**src/rtl/pwr_pkg.sv**
```systemverilog
package pwr_pkg;

    typedef enum logic [2:0] {
        PS_RUN,
        PS_TO_IDLE,
        PS_IDLE,
        PS_IDLE_EXIT,
        PS_TO_SLEEP,
        PS_SLEEP,
        PS_WAKE
    } pwr_st_e;

    localparam logic [1:0] CODE_RUN   = 2'b00;
    localparam logic [1:0] CODE_IDLE  = 2'b01;
    localparam logic [1:0] CODE_SLEEP = 2'b10;
    localparam logic [1:0] CODE_TRANS = 2'b11;

    function automatic logic is_transition(input pwr_st_e s);
        return (s == PS_TO_IDLE) || (s == PS_IDLE_EXIT) ||
               (s == PS_TO_SLEEP) || (s == PS_WAKE);
    endfunction

endpackage

```
**src/rtl/psc_timer.sv**
```systemverilog
module psc_timer #(
    parameter int TW = 8
) (
    input  logic          clk,
    input  logic          rst_n,
    input  logic          load,
    input  logic [TW-1:0] load_val,
    output logic          done
);
    logic [TW-1:0] cnt;

    always_ff @(posedge clk) begin
        if (!rst_n) begin
            cnt <= '0;
        end else if (load) begin
            cnt <= load_val;
        end else if (cnt != '0) begin
            cnt <= cnt - 1'b1;
        end
    end

    assign done = (cnt == '0);

    // once loaded, the count falls by exactly one per cycle
    assert_timer_step_R4: assert property (@(posedge clk) disable iff (!rst_n)
        (!load && cnt != '0) |=> (cnt == $past(cnt) - 1'b1));

endmodule

```
**src/rtl/psc_predictor.sv**
```systemverilog
module psc_predictor #(
    parameter int WIN      = 8,
    parameter int SAMP     = 4,
    parameter int BUSY_MAX = 2
) (
    input  logic clk,
    input  logic rst_n,
    input  logic busy_i,
    output logic long_o
);
    localparam int SW = (SAMP > 1) ? $clog2(SAMP) : 1;
    localparam int OW = $clog2(WIN + 1);

    logic [SW-1:0]  scnt;
    logic           acc;
    logic           tick;
    logic [WIN-1:0] win;
    logic [OW-1:0]  ones;

    assign tick = (scnt == SW'(SAMP - 1));

    always_ff @(posedge clk) begin
        if (!rst_n) begin
            scnt <= '0;
            acc  <= 1'b0;
            win  <= '1;
        end else if (tick) begin
            scnt <= '0;
            acc  <= 1'b0;
            win  <= {win[WIN-2:0], acc | busy_i};
        end else begin
            scnt <= scnt + 1'b1;
            acc  <= acc | busy_i;
        end
    end

    always_comb begin
        ones = '0;
        for (int i = 0; i < WIN; i++) begin
            ones = ones + OW'(win[i]);
        end
    end

    assign long_o = (int'(ones) <= BUSY_MAX);

    // each sample period pushes the window by one slot
    assert_window_shift_R7: assert property (@(posedge clk) disable iff (!rst_n)
        tick |=> (win[WIN-1:1] == $past(win[WIN-2:0])));

    // between sample points the window is frozen
    assert_window_hold_R7: assert property (@(posedge clk) disable iff (!rst_n)
        !tick |=> $stable(win));

endmodule

```
**src/rtl/psc_sat_counter.sv**
```systemverilog
module psc_sat_counter #(
    parameter int W = 8
) (
    input  logic         clk,
    input  logic         rst_n,
    input  logic         inc,
    output logic [W-1:0] cnt_o
);
    always_ff @(posedge clk) begin
        if (!rst_n) begin
            cnt_o <= '0;
        end else if (inc && (cnt_o != '1)) begin
            cnt_o <= cnt_o + 1'b1;
        end
    end

    // the all-ones value is sticky
    assert_cnt_hold_max_R12: assert property (@(posedge clk) disable iff (!rst_n)
        (cnt_o == '1) |=> (cnt_o == '1));

    // an event count never falls
    assert_cnt_monotonic_R11: assert property (@(posedge clk) disable iff (!rst_n)
        1'b1 |=> (cnt_o >= $past(cnt_o)));

endmodule

```
**src/rtl/pwr_state_ctrl.sv**
```systemverilog
module pwr_state_ctrl
    import pwr_pkg::*;
#(
    parameter int CW           = 16,
    parameter int CNT_W        = 8,
    parameter int LAT_IDLE_IN  = 10,
    parameter int LAT_IDLE_OUT = 10,
    parameter int LAT_SLP_IN   = 90,
    parameter int LAT_WAKE     = 160,
    parameter int WIN          = 8,
    parameter int SAMP         = 4,
    parameter int BUSY_MAX     = 2
) (
    input  logic             clk,
    input  logic             rst_n,
    input  logic             busy_i,
    input  logic             wake_i,
    input  logic [CW-1:0]    idle_thresh_i,
    input  logic [CW-1:0]    shut_thresh_i,
    input  logic [CW-1:0]    breakeven_i,
    output logic [1:0]       state_o,
    output logic             clk_en_o,
    output logic             pdn_req_o,
    output logic [CNT_W-1:0] shut_cnt_o,
    output logic [CNT_W-1:0] wrong_cnt_o
);
    localparam int LAT_A   = (LAT_IDLE_IN > LAT_IDLE_OUT) ? LAT_IDLE_IN : LAT_IDLE_OUT;
    localparam int LAT_B   = (LAT_SLP_IN > LAT_WAKE) ? LAT_SLP_IN : LAT_WAKE;
    localparam int LAT_MAX = (LAT_A > LAT_B) ? LAT_A : LAT_B;
    localparam int TW      = $clog2(LAT_MAX + 1);

    pwr_st_e       st, nxt;
    logic          activity;
    logic          pend;
    logic          pred_long;
    logic          tmr_load, tmr_done;
    logic [TW-1:0] tmr_val;
    logic [CW-1:0] idle_cnt;
    logic [CW-1:0] be_cnt;
    logic          shut_inc, wrong_inc;

    assign activity = busy_i | wake_i;

    // state register
    always_ff @(posedge clk) begin
        if (!rst_n) st <= PS_RUN;
        else        st <= nxt;
    end

    // next-state decision
    always_comb begin
        nxt = st;
        unique case (st)
            PS_RUN:       if (!activity && idle_cnt >= idle_thresh_i) nxt = PS_TO_IDLE;
            PS_TO_IDLE:   if (tmr_done) nxt = PS_IDLE;
            PS_IDLE: begin
                if (activity || pend)                              nxt = PS_IDLE_EXIT;
                else if (idle_cnt >= shut_thresh_i && pred_long)   nxt = PS_TO_SLEEP;
            end
            PS_IDLE_EXIT: if (tmr_done) nxt = PS_RUN;
            PS_TO_SLEEP:  if (tmr_done) nxt = PS_SLEEP;
            PS_SLEEP:     if (wake_i || pend) nxt = PS_WAKE;
            PS_WAKE:      if (tmr_done) nxt = PS_RUN;
            default:      nxt = PS_RUN;
        endcase
    end

    // transition timer load
    always_comb begin
        tmr_load = (nxt != st) && is_transition(nxt);
        unique case (nxt)
            PS_TO_IDLE:   tmr_val = TW'(LAT_IDLE_IN - 1);
            PS_IDLE_EXIT: tmr_val = TW'(LAT_IDLE_OUT - 1);
            PS_TO_SLEEP:  tmr_val = TW'(LAT_SLP_IN - 1);
            PS_WAKE:      tmr_val = TW'(LAT_WAKE - 1);
            default:      tmr_val = '0;
        endcase
    end

    psc_timer #(.TW(TW)) u_timer (
        .clk      (clk),
        .rst_n    (rst_n),
        .load     (tmr_load),
        .load_val (tmr_val),
        .done     (tmr_done)
    );

    psc_predictor #(.WIN(WIN), .SAMP(SAMP), .BUSY_MAX(BUSY_MAX)) u_pred (
        .clk    (clk),
        .rst_n  (rst_n),
        .busy_i (busy_i),
        .long_o (pred_long)
    );

    // continuous idle count, only meaningful in run and idle
    always_ff @(posedge clk) begin
        if (!rst_n) begin
            idle_cnt <= '0;
        end else if (activity || !(st == PS_RUN || st == PS_IDLE)) begin
            idle_cnt <= '0;
        end else if (idle_cnt != '1) begin
            idle_cnt <= idle_cnt + 1'b1;
        end
    end

    // wake latch for requests that arrive mid-transition
    always_ff @(posedge clk) begin
        if (!rst_n)             pend <= 1'b0;
        else if (st == PS_RUN)  pend <= 1'b0;
        else if (wake_i)        pend <= 1'b1;
    end

    // elapsed time since shutdown began
    always_ff @(posedge clk) begin
        if (!rst_n) begin
            be_cnt <= '0;
        end else if (st == PS_IDLE && nxt == PS_TO_SLEEP) begin
            be_cnt <= '0;
        end else if ((st == PS_TO_SLEEP || st == PS_SLEEP) && be_cnt != '1) begin
            be_cnt <= be_cnt + 1'b1;
        end
    end

    assign shut_inc  = (st == PS_IDLE) && (nxt == PS_TO_SLEEP);
    assign wrong_inc = (st == PS_SLEEP) && (nxt == PS_WAKE) && (be_cnt < breakeven_i);

    psc_sat_counter #(.W(CNT_W)) u_shut_cnt (
        .clk   (clk),
        .rst_n (rst_n),
        .inc   (shut_inc),
        .cnt_o (shut_cnt_o)
    );

    psc_sat_counter #(.W(CNT_W)) u_wrong_cnt (
        .clk   (clk),
        .rst_n (rst_n),
        .inc   (wrong_inc),
        .cnt_o (wrong_cnt_o)
    );

    // outputs
    always_comb begin
        unique case (st)
            PS_RUN:      begin state_o = CODE_RUN;   clk_en_o = 1'b1; pdn_req_o = 1'b0; end
            PS_IDLE:     begin state_o = CODE_IDLE;  clk_en_o = 1'b0; pdn_req_o = 1'b0; end
            PS_SLEEP:    begin state_o = CODE_SLEEP; clk_en_o = 1'b0; pdn_req_o = 1'b1; end
            PS_TO_SLEEP: begin state_o = CODE_TRANS; clk_en_o = 1'b1; pdn_req_o = 1'b1; end
            default:     begin state_o = CODE_TRANS; clk_en_o = 1'b1; pdn_req_o = 1'b0; end
        endcase
    end

    // a gated clock only ever accompanies a resting state
    assert_clk_gate_R2: assert property (@(posedge clk) disable iff (!rst_n)
        !clk_en_o |-> (state_o == CODE_IDLE || state_o == CODE_SLEEP));

    // activity in idle starts the exit path
    assert_idle_exit_R5: assert property (@(posedge clk) disable iff (!rst_n)
        (st == PS_IDLE && busy_i) |=> (st == PS_IDLE_EXIT));

    // sleep entry only follows a positive forecast
    assert_shut_predicted_R6: assert property (@(posedge clk) disable iff (!rst_n)
        (st == PS_TO_SLEEP && $past(st) == PS_IDLE) |-> $past(pred_long));

    // sleep is reached only through its entry transition
    assert_sleep_path_R8: assert property (@(posedge clk) disable iff (!rst_n)
        (st == PS_SLEEP && $past(st) != PS_SLEEP) |-> ($past(st) == PS_TO_SLEEP));

    // without a wake, sleep is held
    assert_sleep_holds_R9: assert property (@(posedge clk) disable iff (!rst_n)
        (st == PS_SLEEP && !wake_i && !pend) |=> (st == PS_SLEEP));

    // sleep entry is never abandoned before its timer ends
    assert_no_abort_R10: assert property (@(posedge clk) disable iff (!rst_n)
        (st == PS_TO_SLEEP && !tmr_done) |=> (st == PS_TO_SLEEP));

endmodule

```
**config.mk**
```make
export PLATFORM = sky130hd
export DESIGN_NAME = pwr_state_ctrl
export DESIGN_NICKNAME = d
export VERILOG_FILES = /design/src/rtl/pwr_pkg.sv /design/src/rtl/psc_timer.sv /design/src/rtl/psc_predictor.sv /design/src/rtl/psc_sat_counter.sv /design/src/rtl/pwr_state_ctrl.sv
export SDC_FILE = /design/constraint.sdc
export NUM_CORES = 1
export LEC_CHECK = 0
export ABC_AREA = 1
export BUFFER_PORTS_ARGS = -buffer_cell sky130_fd_sc_hd__buf_2
export CORE_MARGIN = 10
export CORE_UTILIZATION = 25
export DETAILED_ROUTE_END_ITERATION = 10
export SLEW_MARGIN = 20
export SYNTH_ARGS = -nofsm -noshare
export SYNTH_HDL_FRONTEND = slang
export SYNTH_SLANG_ARGS = --single-unit
```
**constraint.sdc**
```tcl
create_clock -name clk -period 6.2 [get_ports clk]
set_input_delay 0 -clock clk [delete_from_list [all_inputs] [get_ports clk]]
set_output_delay 0 -clock clk [all_outputs]
set_load 0.05 [all_outputs]
```
* Word level (Yosys, flattened, before mapping)
Index checks and enable logic that the tools add are counted.
Operators by class: add/sub/neg operators 13, order comparisons 4, eq/ne operators 16, muxes and demuxes 14, bitwise logic cells 3, reduce and logical (&&, ||, !) cells 31
Operators by type and width (count):
- $add 16x1->16 const B | 2
- $ge 16x16->1 | 2
- $ne 16x16->1 const B | 2
- $add 4x1->4 | 6
- $pmux 8 s3 | 1
- $mux 3 | 7
- $pmux 3 s6 | 1
- $add 8x1->8 const B | 2
- $lt 16x16->1 | 1
- $mux 8 | 2
- $ne 8x8->1 const B | 2
- $reduce_or 2->1 | 8
- $eq 3x3->1 const B | 5
- $eq 3x2->1 const B | 3
- $logic_and 1x1->1 | 9
- $logic_not 8->1 | 1
- $logic_or 1x1->1 | 8
- $reduce_bool 8->1 | 1
- $sub 8x1->8 const B | 1
- $eq 3x1->1 const B | 2
- $pmux 2 s3 | 1
- $le 4x2->1 const B | 1
- $logic_not 3->1 | 1
- $ne 3x3->1 | 1
- 8 further kinds | 11
Storage, ports and cells: bits in registers 71, bits of input ports 52, output and inout bits 20, word-level logic and storage cells 91

* Logic depth before layout (Yosys ltp)
depth in word-level cells 18, gate-level depth with buffers 22, mapped depth without buffers 22

* By module
A second synthesis with hierarchy kept.
Unflattened totals: cells, all modules 794, area total of the unflattened synthesis 5238.8 um2
Modules (own cells, without submodules):
- pwr_state_ctrl | times used 1, cells an instance 501, area each 3204.3 um2, seq. area each 720.7 um2
- psc_sat_counter | times used 2, cells an instance 76, area each 496.7 um2, seq. area each 160.2 um2
- psc_predictor | times used 1, cells an instance 71, area each 563.0 um2, seq. area each 220.2 um2
- psc_timer | times used 1, cells an instance 70, area each 478.0 um2, seq. area each 160.2 um2

* Worst setup path after synthesis
Ideal clock, no wire load.
path type register to register, from reg u_pred.win[0], to reg u_shut_cnt.cnt_o[7], setup time 0.116 ns, arrival time 3.379 ns, data required time 6.084 ns, setup slack 2.705 ns, stages on the path, launching flop included 20, path buffers 0, period minus slack after synthesis 3.495 ns, path through dfxtp_1 ha_1 inv_1 fa_1 fa_1 fa_1 inv_1 fa_1 nand2_1 o21ai_0 nor2_1 nand2_1 clkinv_1 nand3_2 clkinv_1 nand2_2 nor2_4 nand4_1 o21ai_0 nor2_1
Between the ends: cells in the longest elaborated chain, start to end 15
Ends and longest elaborated chain:
- from (decl) | line psc_predictor.sv:17 | logic [WIN-1:0] win;
- from (signal assigned) | line psc_predictor.sv:30 | win <= {win[WIN-2:0], acc | busy_i};
- $add 1x1->2 | line psc_predictor.sv:40 | ones = ones + OW'(win[i]);
- $add 4x1->4 (6 in a row) | line psc_predictor.sv:40
- $le 4x2->1 | line psc_predictor.sv:44 | assign long_o = (int'(ones) <= BUSY_MAX);
- $logic_and 1x1->1 | line pwr_state_ctrl.sv:58 | else if (idle_cnt >= shut_thresh_i && pred_long) nxt = PS_TO_SLEEP;
- $mux 3 | line pwr_state_ctrl.sv:58
- $mux 3 | line pwr_state_ctrl.sv:57 | if (activity || pend) nxt = PS_IDLE_EXIT;
- $pmux 3 s6 | line pwr_state_ctrl.sv:53 | unique case (st)
- $eq 3x3->1 | line pwr_state_ctrl.sv:124 | assign shut_inc = (st == PS_IDLE) && (nxt == PS_TO_SLEEP);
- $logic_and 1x1->1 | line pwr_state_ctrl.sv:124
- $logic_and 1x1->1 | line psc_sat_counter.sv:12 | end else if (inc && (cnt_o != '1)) begin
- to (signal assigned) | line psc_sat_counter.sv:13 | cnt_o <= cnt_o + 1'b1;
- to (decl) | line psc_sat_counter.sv:7 | output logic [W-1:0] cnt_o
No other way between the ends. A chain may end at the register's enable or synchronous reset.

* Worst setup path after layout
Same ends and word-level chain as after synthesis.

==> insert_results.sql <==
INSERT INTO impl_metrics (metric_group, metric, value, unit) VALUES
('outcome', 'outcome', 'finished clean', ''),
('sta', 'postLayoutSetupSlackWorst', '2.51', 'ns'),
('final_layout', 'synthToLayoutAreaGrowth', '19.1', '%'),
('synthesis', 'ys_warn_count', '0', ''),
('critical_path', 'crit_top_cell', 'sky130_fd_sc_hd__fa_1', ''),
('synthesis', 'most_area_hungry_cell_type_in_the_yosys_netlist', 'sky130_fd_sc_hd__dfxtp_1', ''),
('critical_path', 'critical_path.reg2reg.endpoint', 'u_shut_cnt.cnt_o[7]', ''),
('route', 'wirelength', '11700', 'um'),
('hold_path', 'hold_path_class', 'in -> reg', ''),
('clock_tree', 'cts_resized', '0', ''),
('route', 'firstDrtPassIters', '4', ''),
('synthesis', 'postSynthRegisterBits', '71', ''),
('placement', 'io_buffer_count', '71', ''),
('synthesis', 'synth_edf_count', '0', ''),
('clock_tree', 'clock_tree_from_tritoncts', 'yes', ''),
('critical_path', 'critPathMaxFanout', '7', ''),
('placement', 'place.gp.congestion', '0.813', ''),
('synthesis', 'synth_area_per_cell', '7.11', 'um^2'),
('floorplan', 'die_w', '161', 'um'),
('clock_tree', 'clock_sink_count', '71', ''),
('hold_path', 'hold_end', 'u_timer.cnt[1]', ''),
('final_layout', 'n_antenna_cell', '0', ''),
('sta', 'fmaxAchievable', '271', 'MHz'),
('critical_path', 'reg2regPathDepth', '19', ''),
('sta', 'finalSetupViolations', '0', ''),
('route', 'wl_per_cell', '11.1', 'um'),
('sta', 'grt_setup_unrepaired', 'no', ''),
('pwr', 'power-per-cell-area', '206', 'nW/um^2'),
('final_layout', 'filler_cell_count', '2168', ''),
('final_layout', 'finalInstanceArea', '5930', 'um^2'),
('hold_path', 'hold_depth', '3', ''),
('hold_path', 'hold_start', 'rst_n', ''),
('synthesis', 'netlist_instances', '700', ''),
('global_route', 'global_route.overflow_total', '0', ''),
('floorplan', 'initial_standard_cell_utilization_of_the_core', '25.5', '%'),
('floorplan', 'top_level_ports', '72', ''),
('critical_path', 'worst-path-buf-inv', '4', ''),
('global_route', 'globalRouteTotalUtil', '9.37', '%'),
('placement', 'hpwl', '9330', 'um'),
('critical_path', 'regToRegSetupSlack', '2.51', 'ns'),
('clock_tree', 'clockBufferDepth', '2', ''),
('synthesis', 'leading_cell_types_by_count_after_synthesis', '140 x sky130_fd_sc_hd__inv_1, 104 x sky130_fd_sc_hd__nand2_1, 71 x sky130_fd_sc_hd__dfxtp_1', ''),
('placement', 'post_dp_cell_area', '5640', 'um^2'),
('route', 'drc_errors', '0', ''),
('global_route', 'via_count_of_the_first_global_routing_pass', '4465', ''),
('floorplan', 'core_area', '19500', 'um^2'),
('placement', 'placement.setup.worst_slack', '2.51', 'ns'),
('global_route', 'grt_use_met3', '3.69', '%'),
('critical_path', 'critical_path_top_delay_cell', 'sky130_fd_sc_hd__fa_1', ''),
('sta', 'timing_worst_slew_pin_value', '0.905', 'ns'),
('sta', 'slew_headroom', '39.2', '%'),
('final_layout', 'design.final.nets', '892', ''),
('clock_tree', 'htree_num_levels', '3', ''),
('pwr', 'ir_drop', '0.000106', 'V'),
('global_route', 'pin_count_of_the_biggest_net_entering_global_routing', '22', ''),
('synthesis', 'synth.top_cells.by_area', 'sky130_fd_sc_hd__dfxtp_1 29%, sky130_fd_sc_hd__ha_1 14%, sky130_fd_sc_hd__inv_1 11%', ''),
('critical_path', 'critPathKind', 'reg -> reg', ''),
('critical_path', 'reg2reg_from', 'u_pred.win[0]', ''),
('sta', 'finClkSkew', '0.00860', 'ns'),
('floorplan', 'chipHeight', '161', 'um'),
('global_route', 'gr-max-usage-layer', 'met2', ''),
('sta', 'hold_viol_final', '0', ''),
('synthesis', 'cell_with_the_most_instances_after_synthesis', 'sky130_fd_sc_hd__inv_1', ''),
('sta', 'setup-tns-final', '0', 'ns'),
('route', 'drt-vias-per-instance', '4.21', ''),
('critical_path', 'critical_path.max_stage_delay', '0.49', 'ns'),
('critical_path', 'worst-path-stages', '19', ''),
('global_route', 'wire_length_of_the_first_global_routing_pass', '20400', 'um'),
('synthesis', 'synthArstFlopShare', '0', '%'),
('synthesis', 'synth_top_cell_area_share', '28.6', '%'),
('clock_tree', 'ctsRootBufferMaster', 'sky130_fd_sc_hd__clkbuf_16', '');
-- cells in the final DEF (no fill, tap or decap), drive strengths merged, types with 2 or more instances in the layout --
cell / count
a22oi: 7
and3: 4
ha: 57
or2: 4
nand3: 34
inv: 149
o21a: 2
o21bai: 2
clkbuf: 10
buf: 72
nor3b: 5
fa: 4
nand4: 17
nor2: 74
a31oi: 5
dlygate4sd3: 2
dfxtp: 71
a21oi: 50
nand2: 115
o21ai: 23
nor4: 6
nor3: 35
o211ai: 2
xor2: 16
clkinv: 8
xnor2: 4
-- stage by stage --
step           instances  power (mW)  util [%]
6_report            1048        1.22      30.4
5_1_grt             1048        1.30      30.4
4_1_cts             1048        1.25      30.4
3_5_place_dp        1031       0.762      28.9
3_3_place_gp        1031       0.759      28.9
2_1_floorplan        700       0.702         -
-- cell families (layout without fill, tap and decap cells) --
family / after synthesis / count (layout) / synth area share, %
buffers and inverters: 158 / 241 / 12.1
and+or+nand+nor: 296 / 296 / 29.4
xor gates and xnor gates: 20 / 20 / 3.52
DFF: 71 / 71 / 28.6
AOI/OAI and AO/OA: 94 / 94 / 10.5
adders and majority gates: 61 / 61 / 15.9
-- worst max-delay path by stage --
stage                  startpoint                   to  slack (ns)
finish              u_pred.win[0]  u_shut_cnt.cnt_o[7]        2.51
global route        u_pred.win[0]  u_shut_cnt.cnt_o[7]        2.22
CTS                 u_pred.win[0]  u_shut_cnt.cnt_o[7]        2.51
detailed placement  u_pred.win[0]  u_shut_cnt.cnt_o[7]        2.51
global placement    u_pred.win[0]  u_shut_cnt.cnt_o[7]        2.54
floorplan           u_pred.win[0]  u_shut_cnt.cnt_o[7]        2.70
-- flip-flops by register name (all words and copies together) (netlist names) --
signal / flops
u_shut_cnt.cnt_o: 8
u_timer.cnt: 8
u_pred.acc: 1
st: 3
u_wrong_cnt.cnt_o: 8
idle_cnt: 16
pend: 1
u_pred.scnt: 2
be_cnt: 16
u_pred.win: 8
-- cell type report --
| cell class | count | area, um^2 | share of cell area (%) |
|---|---|---|---|
| Multi-Input combinational cell | 471 | 2960 | 49.9 |
| Sequential cell | 71 | 1420 | 24.0 |
| Inverter | 152 | 573 | 9.67 |
| Timing Repair Buffer | 74 | 383 | 6.46 |
| Tap cell | 265 | 332 | 5.59 |
| Clock buffer | 10 | 239 | 4.03 |
| Clock inverter | 5 | 25.0 | 0.422 |
-- report_power, final --
| group | internal [mW] | switching (mW) | leakage (nW) |
|---|---|---|---|
| clock | 0.275 | 0.191 | 0.138 |
| combinational | 0.103 | 0.157 | 2.24 |
| sequential | 0.479 | 0.0148 | 0.575 |
| total | 0.857 | 0.362 | 2.95 |
-- per-layer routing --
metal,wire (um),share of wire (%)
met3,700,6.0
met1,5640,48
met2,5220,45
met4,126,1.1
met5,0,0
-- worst reg2reg max path: cells and delay by family, from the launching register on --
family	cells	cell delay (ns)
AOI/OAI and AO/OA	2	0.23
buffers and inverters	4	0.28
and+or+nand+nor	8	0.78
adders and majority gates	5	1.98
DFF	1	0.32
Note: power is estimated with default switching activity, not from simulation.
